--- src/rtl/pgwalk_pkg.sv ---
package pgwalk_pkg;

    typedef enum logic [2:0] {
        ST_IDLE    = 3'd0,
        ST_READ_L0 = 3'd1,
        ST_WAIT_L0 = 3'd2,
        ST_READ_L1 = 3'd3,
        ST_WAIT_L1 = 3'd4,
        ST_DONE    = 3'd5
    } walk_st_e;

    typedef enum logic [1:0] {
        FLT_NONE         = 2'd0,
        FLT_INVALID      = 2'd1,
        FLT_NOT_RESIDENT = 2'd2
    } walk_flt_e;

endpackage

--- src/rtl/pgwalk_ent_addr.sv ---
// Entry address generator: table base plus index scaled by the entry size.
module pgwalk_ent_addr #(
    parameter int ADDR_W    = 32,
    parameter int IDX_W     = 10,
    parameter int ENT_BYTES = 4
) (
    input  logic [ADDR_W-1:0] tbl_base,
    input  logic [IDX_W-1:0]  idx,
    output logic [ADDR_W-1:0] ent_addr
);
    localparam int SHIFT = $clog2(ENT_BYTES);

    logic [ADDR_W-1:0] scaled;

    always_comb begin
        scaled                       = '0;
        scaled[IDX_W+SHIFT-1:SHIFT]  = idx;
        ent_addr                     = tbl_base + scaled;
    end
endmodule

--- src/rtl/pgwalk_ent_decode.sv ---
// Splits a table entry into its flag bits, its frame number and the table base it points to.
module pgwalk_ent_decode #(
    parameter int ADDR_W    = 32,
    parameter int OFF_W     = 12,
    parameter int VALID_BIT = 0,
    parameter int RES_BIT   = 1
) (
    input  logic [ADDR_W-1:0]       entry,
    output logic                    ent_valid,
    output logic                    ent_resident,
    output logic [ADDR_W-OFF_W-1:0] ent_frame,
    output logic [ADDR_W-1:0]       ent_next_base
);
    always_comb begin
        ent_valid     = entry[VALID_BIT];
        ent_resident  = entry[RES_BIT];
        ent_frame     = entry[ADDR_W-1:OFF_W];
        ent_next_base = {entry[ADDR_W-1:OFF_W], {OFF_W{1'b0}}};
    end
endmodule

--- src/rtl/pgwalk_unit.sv ---
module pgwalk_unit
    import pgwalk_pkg::*;
#(
    parameter int VA_W      = 32,
    parameter int PA_W      = 32,
    parameter int L0_W      = 10,
    parameter int L1_W      = 10,
    parameter int OFF_W     = 12,
    parameter int ENT_BYTES = 4,
    parameter int VALID_BIT = 0,
    parameter int RES_BIT   = 1
) (
    input  logic            clk,
    input  logic            rst_n,
    input  logic            base_ld,
    input  logic [PA_W-1:0] base_val,
    input  logic            req_valid,
    output logic            req_ready,
    input  logic [VA_W-1:0] req_va,
    output logic            mem_req_valid,
    input  logic            mem_req_ready,
    output logic [PA_W-1:0] mem_req_addr,
    input  logic            mem_rsp_valid,
    input  logic [PA_W-1:0] mem_rsp_data,
    output logic            done,
    output logic [PA_W-1:0] done_pa,
    output logic [1:0]      done_fault
);
    localparam int FRAME_W = PA_W - OFF_W;
    localparam int L1_LSB  = OFF_W;
    localparam int L0_LSB  = OFF_W + L1_W;

    typedef struct packed {
        walk_st_e        st;
        logic [VA_W-1:0] va;
        logic [PA_W-1:0] base;
        logic [PA_W-1:0] addr;
        logic [PA_W-1:0] pa;
        walk_flt_e       flt;
    } walk_reg_t;

    walk_reg_t r_d, r_q;

    logic [PA_W-1:0]    l0_addr;
    logic [PA_W-1:0]    l1_addr;
    logic               ent_valid;
    logic               ent_resident;
    logic [FRAME_W-1:0] ent_frame;
    logic [PA_W-1:0]    ent_next_base;

    pgwalk_ent_addr #(.ADDR_W(PA_W), .IDX_W(L0_W), .ENT_BYTES(ENT_BYTES)) u_l0_addr (
        .tbl_base (r_q.base),
        .idx      (req_va[L0_LSB +: L0_W]),
        .ent_addr (l0_addr)
    );

    pgwalk_ent_addr #(.ADDR_W(PA_W), .IDX_W(L1_W), .ENT_BYTES(ENT_BYTES)) u_l1_addr (
        .tbl_base (ent_next_base),
        .idx      (r_q.va[L1_LSB +: L1_W]),
        .ent_addr (l1_addr)
    );

    pgwalk_ent_decode #(.ADDR_W(PA_W), .OFF_W(OFF_W), .VALID_BIT(VALID_BIT), .RES_BIT(RES_BIT)) u_dec (
        .entry         (mem_rsp_data),
        .ent_valid     (ent_valid),
        .ent_resident  (ent_resident),
        .ent_frame     (ent_frame),
        .ent_next_base (ent_next_base)
    );

    always_comb begin
        r_d = r_q;
        if (base_ld) begin
            r_d.base = base_val;
        end
        case (r_q.st)
            ST_IDLE: begin
                if (req_valid) begin
                    r_d.va   = req_va;
                    r_d.addr = l0_addr;
                    r_d.st   = ST_READ_L0;
                end
            end
            ST_READ_L0: begin
                if (mem_req_ready) begin
                    r_d.st = ST_WAIT_L0;
                end
            end
            ST_WAIT_L0: begin
                if (mem_rsp_valid) begin
                    if (!ent_valid) begin
                        r_d.flt = FLT_INVALID;
                        r_d.pa  = '0;
                        r_d.st  = ST_DONE;
                    end else begin
                        r_d.addr = l1_addr;
                        r_d.st   = ST_READ_L1;
                    end
                end
            end
            ST_READ_L1: begin
                if (mem_req_ready) begin
                    r_d.st = ST_WAIT_L1;
                end
            end
            ST_WAIT_L1: begin
                if (mem_rsp_valid) begin
                    if (!ent_valid) begin
                        r_d.flt = FLT_INVALID;
                        r_d.pa  = '0;
                    end else if (!ent_resident) begin
                        r_d.flt = FLT_NOT_RESIDENT;
                        r_d.pa  = '0;
                    end else begin
                        r_d.flt = FLT_NONE;
                        r_d.pa  = {ent_frame, r_q.va[OFF_W-1:0]};
                    end
                    r_d.st = ST_DONE;
                end
            end
            ST_DONE: begin
                r_d.st = ST_IDLE;
            end
            default: begin
                r_d.st = ST_IDLE;
            end
        endcase
    end

    always_ff @(posedge clk) begin
        if (!rst_n) begin
            r_q <= '0;
        end else begin
            r_q <= r_d;
        end
    end

    always_comb begin
        req_ready     = (r_q.st == ST_IDLE);
        mem_req_valid = (r_q.st == ST_READ_L0) || (r_q.st == ST_READ_L1);
        mem_req_addr  = r_q.addr;
        done          = (r_q.st == ST_DONE);
        done_pa       = r_q.pa;
        done_fault    = r_q.flt;
    end

    // Reads issued since the current walk was taken (checking aid only).
    logic [1:0] rd_cnt_q;
    always_ff @(posedge clk) begin
        if (!rst_n) begin
            rd_cnt_q <= '0;
        end else if (req_valid && req_ready) begin
            rd_cnt_q <= '0;
        end else if (mem_req_valid && mem_req_ready && rd_cnt_q != 2'd3) begin
            rd_cnt_q <= rd_cnt_q + 2'd1;
        end
    end

    AST_BUSY_NOT_READY: assert property (@(posedge clk) disable iff (!rst_n)
        mem_req_valid |-> !req_ready);

    AST_REQ_HELD: assert property (@(posedge clk) disable iff (!rst_n)
        mem_req_valid && !mem_req_ready |=> mem_req_valid && $stable(mem_req_addr));

    AST_L0_FAULT_ONE_READ: assert property (@(posedge clk) disable iff (!rst_n)
        done && rd_cnt_q == 2'd1 |-> done_fault == FLT_INVALID);

    AST_PA_OFFSET: assert property (@(posedge clk) disable iff (!rst_n)
        done && done_fault == FLT_NONE |-> done_pa[OFF_W-1:0] == r_q.va[OFF_W-1:0]);

    AST_DONE_PULSE: assert property (@(posedge clk) disable iff (!rst_n)
        done |=> !done && req_ready);

    AST_READS_BOUNDED: assert property (@(posedge clk) disable iff (!rst_n)
        done |-> rd_cnt_q == 2'd1 || rd_cnt_q == 2'd2);

endmodule

--- config.mk ---
export PLATFORM = sky130hd
export DESIGN_NAME = pgwalk_unit
export DESIGN_NICKNAME = d
export VERILOG_FILES = /design/src/rtl/pgwalk_pkg.sv /design/src/rtl/pgwalk_ent_addr.sv /design/src/rtl/pgwalk_ent_decode.sv /design/src/rtl/pgwalk_unit.sv
export SDC_FILE = /design/constraint.sdc
export NUM_CORES = 1
export LEC_CHECK = 0
export ABC_AREA = 1
export BUFFER_PORTS_ARGS = -buffer_cell sky130_fd_sc_hd__buf_2
export CAP_MARGIN = 20
export CORE_ASPECT_RATIO = 1.4
export CORE_MARGIN = 4
export CORE_UTILIZATION = 45
export DETAILED_ROUTE_END_ITERATION = 8
export PLACE_DENSITY = 0.7
export RECOVER_POWER = 25
export SLEW_MARGIN = 20
export SYNTH_ARGS = -nofsm -noshare
export SYNTH_HDL_FRONTEND = slang
export SYNTH_SLANG_ARGS = --single-unit
--- constraint.sdc ---
create_clock -name clk -period 3.2 [get_ports clk]
set_clock_uncertainty 0.1 [all_clocks]
set_input_delay 0.16 -clock clk [delete_from_list [all_inputs] [get_ports clk]]
set_output_delay 0.16 -clock clk [all_outputs]
set_load 0.05 [all_outputs]
==> results.txt <==
Slowest cell on crit path - fa_1
synth unique cells - 31
DR iter-0 viols - 431
post-synthesis sequential area ratio - 0.383
Setup CP Type - reg -> reg
Die H - 149 um
gpl congestion - 0.942
final hold violation count - 0
Critical Path Fanout Max - 8
Buffers & Inverters on Critical Path - 0
P&R area growth vs syn - 25.6%
global-route wire length before repair - 29800 um
via count - 6428
Ports - 171
Yosys top cell area share - 0.383
TritonCTS buffer count - 17
initial core utilization - 0.460
placed cell count - 1161
post-cts gate resize count - 0
cell family with most CP delay - simple AND/OR/NAND/NOR gates
final period utilization - 0.727
Setup Viol. Count Final - 0
Synth Register Bits - 123
Rows - 51
fin nets - 1183
xor-xnor portion of the synthesized cell area - 0.00681
CP peak stage delay - 0.41 ns
Fmax achieved - 0.430 GHz
worst hold path type - in -> reg
max_slew headroom - 0.337
largest net degree at the start of global routing - 69
global route overflow - 0
cell taking the most area after synthesis - dfxtp_1
clk buf depth - 2
max-cap violations - 0
initial antenna violation count - 0
fin util - 0.578
Die ar. - 16300 um^2
Synth Area in Adders - 0.0226
Layout fillers - 1359
WL/cell - 14.6 um
leading cell type in the layout, fill and taps excluded - nand2_1
Post-Syn Area - 6430 um^2
Least-Margin Pin Slew - 0.993 ns
layout cells sized above 1 - 0.165
design area - 8080 um^2
Placed Area - 6790 um^2
DRT antenna net count - 0
Syn Nets - 1034
Post-Syn Instances - 921
drt pass-1 iters - 5
Final Slew Violations - 0
clock sink count - 123
Synth Area per Inst - 6.98 um^2
Via density - 5.07
most frequent cells in the layout - nand2_1, a21oi_1, dfxtp_1
Tot Pwr - 5820 uW
final std cells w/o fill - 1269
Die W - 109 um
Crit. End Element - flip-flop
largest family of logic cells by synthesized area - simple AND/OR/NAND/NOR gates
Peak VDD IR - 331 uV
root buf cell - clkbuf_16
fin crit period - 2.33 ns
arrival time worst endpoint - 2.52 ns
post-synthesis compound-gate area fraction - 0.155
GRT Overall Usage - 0.229
pwr/cell area - 720 nW/um^2
outcome - finished, final reports clean
synth top area cells - dfxtp_1, nand2_1, a21oi_1, buf_4, nand3_1
Req. time, crit path - 3.39 ns
vias in the first global route - 6177
H-tree Lvls - 4
clk_lat worst skew - 0.41 ns
Ys Warns - 0
CP Launch Type - flip-flop
critical-path cell list - ha_1, fa_1, nand3_1, nand2_1, nand2_1, nand2_1, nand2_1, nand2_1, or2_2, nand3_1, a21oi_1
CTS tree - yes
cell repeated most along the worst path - nand2_1
Post-Route WL - 18600 um
post-synthesis mux area share - 0
clock-pin slew on the worst setup and hold paths - 0.06 ns
Final HPWL DP - 12900 um
setup_tns - 0 ns
RSZ-0062 raised after global routing - false
Post-route DRC - 0
core area - 14000 um^2
input/output buffers - 160
simple logic cell fraction of the synthesized area - 0.278
LEAKAGE - 0.00350 uW
state kept, by name, indices dropped and copies added (netlist names):
signal        cells
done_pa          32
done_fault        2
mem_req_addr     32
r_q              57
cells by family after synthesis:
kind of cell / Yosys count
AND/OR/NAND/NOR: 407
AO/OA/AOI/OAI: 197
buffers and inverters: 178
flip-flops: 123
adder cells (fa/ha/maj): 11
XOR/XNOR: 5
worst reg2reg max path: stages, from the launching register on:
cell and delay (ns):
dfxtp_1 0.32, ha_1 0.23, fa_1 0.41, nand3_1 0.10
nand2_1 0.11, nand2_1 0.09, nand2_1 0.10, nand2_1 0.08
nand2_1 0.19, or2_2 0.34, nand3_1 0.07, a21oi_1 0.06
worst paths after layout:
path	from	end	slack (ns)	depth (start not counted)
worst min-delay path	mem_rsp_data[0]	done_fault[0]	0.04	4
worst min register to register	done_fault[0]	done_fault[0]	0.36	2
worst max register to register	r_q[68]	mem_req_addr[12]	0.87	11
worst max-delay path	r_q[68]	mem_req_addr[12]	0.87	11
final cells by class:
type,instances,area (um^2),share of cell area
diodes,1,2.50,0.000310
clock buffers,17,425,0.0527
clock inverters,15,165,0.0204
inverters,62,234,0.0290
multi-input cells,620,2980,0.369
flip-flops and latches,123,2460,0.305
well taps,185,231,0.0287
repair buffers,246,1580,0.196
through the flow:
stage          hold slack, ns  worst slack, ns
2_1_floorplan           0.195             1.20
3_3_place_gp            0.283            0.941
3_5_place_dp            0.289            0.903
4_1_cts                0.0207            0.866
5_1_grt                0.0267            0.703
6_report               0.0354            0.875
what timing repair did:
action / CTS / global route
setup endpoints to repair: 0 / 0
buffers inserted: 0 / 0
hold endpoints to repair: 86 / 0
hold buffers: 75 / 0
synth_stat cells (all sizes together):
cell type and instances:
a21boi 1, a21oi 127, a31oi 5, and2 2, buf 86, clkbuf 30, clkinv 1, dfxtp 123
fa 1, ha 10, inv 61, nand2 193, nand3 77, nand3b 3, nand4 36, nor2 82
nor3 11, o21ai 63, o22ai 1, or2 3, xor2 5
metal layers:
metal / up-vias / wire length [um] / global-route usage
met5: - / 0 / 0
met4: 0 / 667 / 0.0998
met3: 56 / 960 / 0.0449
met2: 210 / 9070 / 0.387
met1: 2868 / 7860 / 0.281
li1: 3294 / - / -
where the power goes:
| group | switching (uW) | total (uW) | internal [uW] |
|---|---|---|---|
| logic | 1450 | 1960 | 510 |
| clock network | 762 | 1920 | 1160 |
| registers | 160 | 1940 | 1780 |
Note: power is estimated with default switching activity, not from simulation.
